<file path="src/rtl/pfd_pkg.sv">
package pfd_pkg;
  typedef struct packed {
    logic setRef;
    logic setLoop;
    logic clearBoth;
  } pfdStrobes_t;
endpackage

</file>
<file path="src/rtl/pfd_ctrl.sv">
module pfd_ctrl
  import pfd_pkg::*;
#(
  parameter int SYNC_STAGES = 2
) (
  input  logic        clk,
  input  logic        rstN,
  input  logic        refIn,
  input  logic        loopIn,
  input  logic        refFlag,
  input  logic        loopFlag,
  output pfdStrobes_t strobes
);
  localparam int LAST = SYNC_STAGES - 1;

  logic [SYNC_STAGES-1:0] refSync;
  logic [SYNC_STAGES-1:0] loopSync;
  logic                   refPrev;
  logic                   loopPrev;

  // synchronizer chains, one flop per stage
  for (genvar g = 0; g < SYNC_STAGES; g++) begin : gSync
    if (g == 0) begin : gFirst
      always_ff @(posedge clk or negedge rstN) begin
        if (!rstN) begin
          refSync[g]  <= 1'b0;
          loopSync[g] <= 1'b0;
        end else begin
          refSync[g]  <= refIn;
          loopSync[g] <= loopIn;
        end
      end
    end else begin : gNext
      always_ff @(posedge clk or negedge rstN) begin
        if (!rstN) begin
          refSync[g]  <= 1'b0;
          loopSync[g] <= 1'b0;
        end else begin
          refSync[g]  <= refSync[g-1];
          loopSync[g] <= loopSync[g-1];
        end
      end
    end
  end

  always_ff @(posedge clk or negedge rstN) begin
    if (!rstN) begin
      refPrev  <= 1'b0;
      loopPrev <= 1'b0;
    end else begin
      refPrev  <= refSync[LAST];
      loopPrev <= loopSync[LAST];
    end
  end

  always_comb begin
    strobes.setRef    = refSync[LAST] & ~refPrev;
    strobes.setLoop   = loopSync[LAST] & ~loopPrev;
    strobes.clearBoth = refFlag & loopFlag;
  end
endmodule

</file>
<file path="src/rtl/pfd_datapath.sv">
module pfd_datapath
  import pfd_pkg::*;
(
  input  logic        clk,
  input  logic        rstN,
  input  pfdStrobes_t strobes,
  input  logic        polarity,
  output logic        refFlag,
  output logic        loopFlag,
  output logic        driveEn,
  output logic        driveLevel
);
  // a new edge wins over the clear, so no edge is lost
  always_ff @(posedge clk or negedge rstN) begin
    if (!rstN) begin
      refFlag  <= 1'b0;
      loopFlag <= 1'b0;
    end else begin
      refFlag  <= (refFlag & ~strobes.clearBoth) | strobes.setRef;
      loopFlag <= (loopFlag & ~strobes.clearBoth) | strobes.setLoop;
    end
  end

  always_comb begin
    driveEn    = refFlag ^ loopFlag;
    driveLevel = driveEn & (refFlag ^ polarity);
  end
endmodule

</file>
<file path="src/rtl/pfd_tristate.sv">
module pfd_tristate
  import pfd_pkg::*;
#(
  parameter int SYNC_STAGES = 2
) (
  input  logic clk,
  input  logic rstN,
  input  logic refIn,
  input  logic loopIn,
  input  logic polarity,
  output logic driveEn,
  output logic driveLevel
);
  pfdStrobes_t strobes;
  logic        refFlag;
  logic        loopFlag;

  pfd_ctrl #(.SYNC_STAGES(SYNC_STAGES)) u_ctrl (
    .clk      (clk),
    .rstN     (rstN),
    .refIn    (refIn),
    .loopIn   (loopIn),
    .refFlag  (refFlag),
    .loopFlag (loopFlag),
    .strobes  (strobes)
  );

  pfd_datapath u_dp (
    .clk        (clk),
    .rstN       (rstN),
    .strobes    (strobes),
    .polarity   (polarity),
    .refFlag    (refFlag),
    .loopFlag   (loopFlag),
    .driveEn    (driveEn),
    .driveLevel (driveLevel)
  );
endmodule

</file>
<file path="config.mk">
export PLATFORM = sky130hd
export DESIGN_NAME = pfd_tristate
export DESIGN_NICKNAME = d
export VERILOG_FILES = /design/src/rtl/pfd_pkg.sv /design/src/rtl/pfd_ctrl.sv /design/src/rtl/pfd_datapath.sv /design/src/rtl/pfd_tristate.sv
export SDC_FILE = /design/constraint.sdc
export NUM_CORES = 1
export LEC_CHECK = 0
export ABC_AREA = 1
export BUFFER_PORTS_ARGS = -buffer_cell sky130_fd_sc_hd__buf_2
export CORE_AREA = 3 3 40 42
export DETAILED_ROUTE_END_ITERATION = 10
export DIE_AREA = 0 0 43 45
export SYNTH_ARGS = -nofsm -noshare
export SYNTH_HDL_FRONTEND = slang
export SYNTH_SLANG_ARGS = --single-unit
</file>
<file path="constraint.sdc">
create_clock -name clk -period 1 [get_ports clk]
set_input_delay 0.1 -clock clk [delete_from_list [all_inputs] [get_ports clk]]
set_output_delay 0.1 -clock clk [all_outputs]
set_load 0.02 [all_outputs]
</file>
==> results.toml, run 1 <==
[setup_path]
worstPathBufferInverterCount = 2
rrSetupSlack_ps = 80
crit_path_start_kind = "flip-flop"
endpoint_kind = "output port"
crit_path_start = "u_dp.loopFlag"
rr_startpoint = "u_dp.refFlag"
critical_path.max_stage_delay_ps = 370
setup.worst_path.class = "flip-flop to output port"
worstRegToRegCells = 3
path_delay_family = "flip-flops"
crit_path_cell_trace = "ha_1 > inv_2 > nand2_2 > nor2_4 > buf_6"
crit_required_ps = 900
worstPathMaxFanout = 2
timing.critical_path.to = "driveLevel"
r2r_end = "u_dp.refFlag"
critical_path_arrival_ps = 1230
worstSetupPathDepth = 5
cpMaxStageDelayCell = "sky130_fd_sc_hd__dfrtp_1"

[outcome]
failed_checks = "negative setup slack"
outcome = "finished with violations"

[floorplan]
row_count = 13
floorplan.die_area_sq_um = 1940
top_level_ports = 7
die_w_um = 43
die-height_um = 45
coreArea_sq_um = 1280
initial_core_util_pct = 21.3

[sta]
grt_setup_unrepaired = "true"
finalClockSkew_ps = 1.50
finalHoldViolations = 0
achievable-frequency_mhz = 752
final_cycle_utilization_of_the_critical_path_pct = 133
fin_ws_ps = -330
worst_slew_pin_slew_ps = 198
maxSlewViolCount = 0
worst_slew_margin_relative_to_its_limit_pct = 86.7
hold_slack_ps = 217
timing.final.setup_violations = 2
setup_tns_ps = -569
period_minus_slack_ps = 1330

[job]
timing.max_cap.violations = 0

[clock_tree]
cts.clk_slew.worst_paths_ps = 50
numCtsBuffers = 3
maximum_root_to_sink_buffer_count = 2
cts.root.buffer_cell = "sky130_fd_sc_hd__clkbuf_4"
htree_levels = 1
tritoncts_num_sinks = 8
clk-insertion-delay-late_ps = 240
cts_tree = "done"

[route]
detail_route.first_pass.iterations = 2
drt_drc_violations_left = 0
drtAntennaViolNets = 0
vias_per_cell = 3.60
totalWireLength_um = 361
violation_count_after_the_first_detailed_route_iteration = 2
avgRoutedWirePerCell_um = 7.22
routed-via-count = 180

[finish]
antenna-diode-count = 0
filler_cell_count = 131
area_growth_syn_to_layout_pct = 49.3
layout_cells_sized_above_1_pct = 42.9
final_net_count = 44
stdcell_count = 50

[power_and_ir_drop]
power.density_cell_area_nw_per_um2 = 1870
ir_drop_mv = 0.832
totalPowerFinal_mw = 0.766
p_leak_nw = 0.210

[logic_synthesis]
synth_cell_types = 7
mean_instance_size_in_the_synthesized_netlist_sq_um = 13.0
yosysMostFrequentCell = "sky130_fd_sc_hd__dfrtp_1"
synth_top_area_share_pct = 73.1
synth.area.top_cells = "sky130_fd_sc_hd__dfrtp_1 (73%), sky130_fd_sc_hd__ha_1 (9.1%), sky130_fd_sc_hd__inv_1 (5.5%)"
top_post_synthesis_cells_by_count = "sky130_fd_sc_hd__dfrtp_1 (8), sky130_fd_sc_hd__inv_1 (4)"
netlist_area_sq_um = 274
post_synth_inst_count = 21
yosys_warning_count = 0
yosys.area.top_type = "sky130_fd_sc_hd__dfrtp_1"
seq_area_frac_synth_pct = 73.1
synth_ff_type = "sky130_fd_sc_hd__dfrtp_1"
synth_async_sr_flop_share_pct = 100
syn-num-nets = 28
synth_edf_count = 0
ys_seq_elements = 8

[global_routing]
initial_antenna_violation_count = 0
gr_usage_total_pct = 5.06
maximum_number_of_pins_on_one_net_before_global_route_repair = 9
grt_pass1_vias = 178
gr-total-overflow = 0
grt_first_pass_wirelength_um = 662

[placed_design]
cell_total_after_placement = 43
pre_cts_slack_ps = -123
gp_routability_congestion = 0.613
placement.io_buffers = 6
hpwl_um = 242

[min_path]
hold_path.class = "primary input to async pin"
## worst min path at each step
stage,start,to,slack (ps),cells past startpoint
floorplan,rstN,u_ctrl.loopPrev,-200,0
global placement,rstN,u_ctrl.refSync[0],-60,1
detailed placement,rstN,u_ctrl.refSync[0],-50,1
CTS,rstN,u_dp.refFlag,210,2
global route,rstN,u_ctrl.refSync[0],230,2
finish,rstN,u_ctrl.refPrev,220,2
## cells by family (layout without fill, tap and decap cells)
family | Yosys count | after routing | share of synthesized area (%)
AND/OR/NAND/NOR | 4 | 4 | 5.48
buffers and inverters | 5 | 19 | 6.85
adder cells (fa/ha/maj) | 2 | 2 | 9.13
flip-flops | 8 | 8 | 73.1
AO/OA/AOI/OAI | 2 | 2 | 5.48
## layer usage
layer	global-route usage [%]	wire, um	vias up
li1	-	-	91
met3	4.78	42	0
met1	5.75	158	80
met4	1.81	0	0
met2	6.59	159	9
met5	0	0	-
## what timing repair did
item / in CTS / in global routing
pin swaps: 2 / 1
resized for setup: 2 / 1
setup endpoints to repair: 2 / 3
endpoints found under the hold margin: 10 / 0
buffers inserted: 0 / 1
hold buffers: 3 / 0
## per-stage QoR
step | instance area, sq um | util [%]
2_1_floorplan | 284 | -
3_3_place_gp | 340 | 26.5
3_5_place_dp | 340 | 26.5
4_1_cts | 399 | 31.1
5_1_grt | 409 | 31.8
6_report | 409 | 31.8
## cell type report
| cell class | instances | area (sq um) | area share [%] |
|---|---|---|---|
| Multi-Input combinational cell | 8 | 67.6 | 16.5 |
| Clock buffer | 3 | 22.5 | 5.50 |
| Timing Repair Buffer | 11 | 81.3 | 19.9 |
| Tap cell | 15 | 18.8 | 4.59 |
| Sequential cell | 8 | 200 | 48.9 |
| Inverter | 5 | 18.8 | 4.59 |
## cells in the final DEF (no fill, tap or decap), drive strengths merged
cell type    n
nor2         2
dlygate4sd3  3
o21bai       2
inv          5
clkbuf       3
ha           2
buf          8
nand2        2
dfrtp        8
## power breakdown
| part | switching (mW) | leakage [nW] | total, mW | internal [mW] |
|---|---|---|---|---|
| logic | 0.0908 | 0.102 | 0.175 | 0.0846 |
| registers | 0.00926 | 0.0939 | 0.358 | 0.349 |
| clock network | 0.0961 | 0.0138 | 0.233 | 0.136 |
| total | 0.196 | 0.210 | 0.766 | 0.570 |
## flip-flops by register name, indices dropped and copies added, names as in the netlist
name	count
u_ctrl.loopPrev	1
u_ctrl.loopSync	2
u_ctrl.refPrev	1
u_ctrl.refSync	2
u_dp.loopFlag	1
u_dp.refFlag	1
## worst register-to-register path, stage by stage, from the launching register on
cell,delay [ps]
sky130_fd_sc_hd__dfrtp_1,370
sky130_fd_sc_hd__buf_4,140
sky130_fd_sc_hd__ha_2,170
sky130_fd_sc_hd__o21bai_1,140
No activity file was read; power rests on OpenSTA's default activity.
==> inputs of run 2 (changes only) <==
REMOVE_ABC_BUFFERS = 1   (was not set)
==> results.toml, run 2 (synthesis results as in run 1) <==
[finish]
layout_commonest_cell = "sky130_fd_sc_hd__dfrtp_1"
stdcell_count = 52
largest_registers = "u_ctrl.loopSync x2, u_ctrl.refSync x2"
layout_cells_sized_above_1_pct = 43.2
final_net_count = 46
multi_input_comb_area_sq_um = 65.1
fin_area_sq_um = 428
area_growth_syn_to_layout_pct = 56.2
filler_cell_count = 123
most-common-layout-cells = "sky130_fd_sc_hd__dfrtp_1 (8), sky130_fd_sc_hd__inv_1 (4), sky130_fd_sc_hd__buf_2 (4), sky130_fd_sc_hd__buf_4 (4)"
regArea_sq_um = 200
antenna-diode-count = 0

[clock_tree]
cts_tree = "done"
maximum_root_to_sink_buffer_count = 2
tritoncts_num_sinks = 8
cts.root.buffer_cell = "sky130_fd_sc_hd__clkbuf_4"
cts.clk_slew.worst_paths_ps = 50
htree_levels = 1
clk-insertion-delay-late_ps = 250
numCtsBuffers = 3

[outcome]
failed_checks = "negative setup slack"
outcome = "finished with violations"

[floorplan]
die_w_um = 43
coreArea_sq_um = 1280
die-height_um = 45
top_level_ports = 7
row_count = 13
initial_core_util_pct = 21.3
floorplan.die_area_sq_um = 1940

[placed_design]
dpl-instance-area_sq_um = 330
hpwl_um = 249
cell_total_after_placement = 43
placement.io_buffers = 6
gp_routability_congestion = 0.598

[setup_path]
critical_path.max_stage_delay_ps = 340
setup.worst_path.class = "flip-flop to output port"
crit_required_ps = 900
path_delay_family = "flip-flops"
cpMaxStageDelayCell = "sky130_fd_sc_hd__dfrtp_1"
crit_path_cell_trace = "inv_1 > ha_1 > inv_2 > nand2_2 > nor2_4 > buf_6"
worstPathBufferInverterCount = 3
worstPathMaxFanout = 2
endpoint_kind = "output port"
critical_path_arrival_ps = 1260
crit_path_start_kind = "flip-flop"

[global_routing]
initial_antenna_violation_count = 0
gr-total-overflow = 0
gr_usage_total_pct = 5.90
maximum_number_of_pins_on_one_net_before_global_route_repair = 9
grt_pass1_vias = 195
grt_first_pass_wirelength_um = 745

[power_and_ir_drop]
power.density_cell_area_nw_per_um2 = 1900
power.share.clock_pct = 29.0
power.share.sequential_pct = 44.1
net_switching_fraction_of_the_power_pct = 25.3
pwr-share-comb_pct = 27.0
total_switching_power_mw = 0.206
power_report.internal_total_mw = 0.607
p_leak_nw = 0.222
totalPowerFinal_mw = 0.813
ir_drop_mv = 0.856

[sta]
hold_slack_ps = 225
setup_tns_ps = -653
worst_slew_margin_relative_to_its_limit_pct = 87.2
period_minus_slack_ps = 1360
finalClockSkew_ps = 6.61
achievable-frequency_mhz = 736
timing.final.setup_violations = 2
final_cycle_utilization_of_the_critical_path_pct = 136
maxSlewViolCount = 0
fin_ws_ps = -359
finalHoldViolations = 0
grt_setup_unrepaired = "true"
worst_slew_pin_slew_ps = 192

[min_path]
hold_path.class = "primary input to async pin"

[route]
routed-via-count = 191
avgRoutedWirePerCell_um = 7.85
drtAntennaViolNets = 0
vias_per_cell = 3.67
totalWireLength_um = 408
detail_route.first_pass.iterations = 1
violation_count_after_the_first_detailed_route_iteration = 0
drt_drc_violations_left = 0

[job]
timing.max_cap.violations = 0
-- run 2: changes by cell type in the layout (fill, tap and decap cells not counted), sizes merged --
cell  before  now
buf        8   10
-- run 2: path summary, 6_finish.rpt --
kind,startpoint,endpoint,slack (ps),cells after the start
min in group clk,u_ctrl.refSync[0],u_ctrl.refSync[1],350,0
max reg2reg,u_dp.loopFlag,u_dp.refFlag,20,5
max in group asynchronous,rstN,u_ctrl.loopSync[0],610,2
min,rstN,u_ctrl.refPrev,220,2
min reg2reg,u_ctrl.refSync[0],u_ctrl.refSync[1],350,0
max,u_dp.refFlag,driveLevel,-360,6
-- run 2: final cells by class --
type / instances / share of cell area (%)
Clock buffer: 3 / 5.26
Inverter: 5 / 4.39
Multi-Input combinational cell: 8 / 15.2
Sequential cell: 8 / 46.8
Tap cell: 15 / 4.39
Timing Repair Buffer: 13 / 24.0
-- run 2: what timing repair did --
action	CTS	global route
gates resized for setup	1	6
setup endpoints to repair	2	2
hold buffers	3	0
hold endpoints to repair	10	0
pin swaps	1	3
setup buffers	1	2
-- run 2: metrics by stage --
step / worst slack, ps / util, %
after floorplan: -247 / -
after global placement: -76.5 / 25.7
after detailed placement: -106 / 25.7
after CTS: -368 / 30.6
after global routing: -441 / 33.3
final: -359 / 33.3
-- run 2: routing by layer --
layer / GRT usage (%) / part of all wire, % / vias up
met5: 0 / 0 / -
met4: 5.42 / 0 / 0
met3: 4.78 / 6.4 / 0
met2: 7.78 / 51 / 7
met1: 5.74 / 42 / 87
li1: - / - / 97
-- run 2: power groups by stage --
stage	Clock, mW	Combinational (mW)	Sequential, mW
floorplan	0	0.0751	0.364
global placement	0	0.127	0.363
detailed placement	0	0.126	0.365
CTS	0.251	0.152	0.359
global route	0.281	0.240	0.360
finish	0.235	0.219	0.358
==> inputs of run 3 (changes only) <==
clock period = 1.7 ns   (was 1 ns; I/O delays follow)
==> results.toml, run 3 (synthesis results as in run 1) <==
[outcome]
outcome = "finished clean"

[setup_path]
worstPathBufferInverterCount = 3
crit_path_start_kind = "flip-flop"
path_delay_family = "flip-flops"
setup.worst_path.class = "flip-flop to output port"
cpMaxStageDelayCell = "sky130_fd_sc_hd__dfrtp_1"
worstPathMaxFanout = 4
crit_required_ps = 1530
endpoint_kind = "output port"
crit_path_cell_trace = "inv_1 > ha_1 > inv_2 > nand2_1 > nor2_1 > buf_2"
critical_path_arrival_ps = 1300
critical_path.max_stage_delay_ps = 380

[route]
routed-via-count = 167
detail_route.first_pass.iterations = 1
violation_count_after_the_first_detailed_route_iteration = 0
vias_per_cell = 3.63
totalWireLength_um = 342
avgRoutedWirePerCell_um = 7.43
drt_drc_violations_left = 0
drtAntennaViolNets = 0

[finish]
fin_area_sq_um = 355
area_growth_syn_to_layout_pct = 29.7
final_net_count = 40
layout_cells_sized_above_1_pct = 32.3
most-common-layout-cells = "sky130_fd_sc_hd__dfrtp_1 (8), sky130_fd_sc_hd__buf_2 (6), sky130_fd_sc_hd__inv_1 (4)"
largest_registers = "u_ctrl.loopSync x2, u_ctrl.refSync x2"
antenna-diode-count = 0
layout_commonest_cell = "sky130_fd_sc_hd__dfrtp_1"

[clock_tree]
cts_hold_repair.buffers = 1
cts_tree = "done"
clk-insertion-delay-late_ps = 250
ctsResizeCount = 0
post-cts-setup-buffers = 0
cts.clk_slew.worst_paths_ps = 50
htree_levels = 1
maximum_root_to_sink_buffer_count = 2
tritoncts_num_sinks = 8
cts.root.buffer_cell = "sky130_fd_sc_hd__clkbuf_4"
numCtsBuffers = 3

[floorplan]
coreArea_sq_um = 1280
die-height_um = 45
floorplan.die_area_sq_um = 1940
row_count = 13
top_level_ports = 7
die_w_um = 43
initial_core_util_pct = 21.3

[job]
timing.max_cap.violations = 0

[sta]
worst_slew_margin_relative_to_its_limit_pct = 88.0
worst_slew_pin_slew_ps = 180
finalHoldViolations = 0
fin_ws_ps = 229
grt_setup_unrepaired = "false"
maxSlewViolCount = 0
period_minus_slack_ps = 1470
final_cycle_utilization_of_the_critical_path_pct = 86.5
setup_tns_ps = 0
finalClockSkew_ps = 0.198
achievable-frequency_mhz = 680
timing.final.setup_violations = 0

[global_routing]
gr_usage_total_pct = 4.30
initial_antenna_violation_count = 0
maximum_number_of_pins_on_one_net_before_global_route_repair = 9
grt_pass1_vias = 150
grt_first_pass_wirelength_um = 524
gr-total-overflow = 0

[min_path]
hold_path.class = "primary input to flip-flop"

[placed_design]
placement.io_buffers = 6
dpl-instance-area_sq_um = 323
hpwl_um = 252
gp_routability_congestion = 0.589
pre_cts_slack_ps = 480

[power_and_ir_drop]
ir_drop_mv = 0.318
power.density_cell_area_nw_per_um2 = 1180
p_leak_nw = 0.191
## run 3: final cells by class
| cell class | instances | area [sq um] |
|---|---|---|
| clock buffers | 3 | 22.5 |
| fillers | 130 | 930 |
| inverters | 5 | 18.8 |
| multi-input cells | 8 | 55.1 |
| flip-flops and latches | 8 | 200 |
| well taps | 15 | 18.8 |
| repair buffers | 7 | 40.0 |
## run 3: power by group
part           total [mW]  internal, mW  switching (mW)  leakage [nW]
Sequential          0.212         0.205         0.00718        0.0939
Combinational      0.0686        0.0280          0.0406        0.0830
Clock               0.140        0.0804          0.0592        0.0138
Total               0.420         0.313           0.107         0.191
## run 3: final timing paths
kind	start	to	slack, ps	cells after the start
setup reg to reg	u_dp.refFlag	u_dp.loopFlag	820	3
setup / recovery	u_dp.refFlag	driveLevel	230	6
min in group asynchronous	rstN	u_ctrl.refSync[0]	290	2
hold / removal	loopIn	u_ctrl.loopSync[0]	30	1
max in group asynchronous	rstN	u_ctrl.loopSync[1]	1250	2
hold reg to reg	u_ctrl.refSync[0]	u_ctrl.refSync[1]	350	0
## run 3: layer usage
layer | wire [um] | GRT usage [%] | up-vias | part of all wire [%]
met2 | 141 | 4.79 | 7 | 41
li1 | - | - | 82 | -
met5 | 0 | 0 | - | 0
met4 | 0 | 7.23 | 0 | 0
met1 | 166 | 4.26 | 78 | 49
met3 | 35 | 2.39 | 0 | 10
## run 3: stage by stage
step | cells | hold WS (ps) | power [mW] | utilization (%)
after floorplan | 21 | -126 | 0.258 | -
after global placement | 42 | 15.7 | 0.283 | 25.1
after detailed placement | 42 | 20.0 | 0.284 | 25.1
after CTS | 46 | 14.7 | 0.433 | 27.7
after global routing | 46 | 7.90 | 0.452 | 27.7
final | 46 | 26.9 | 0.420 | 27.7
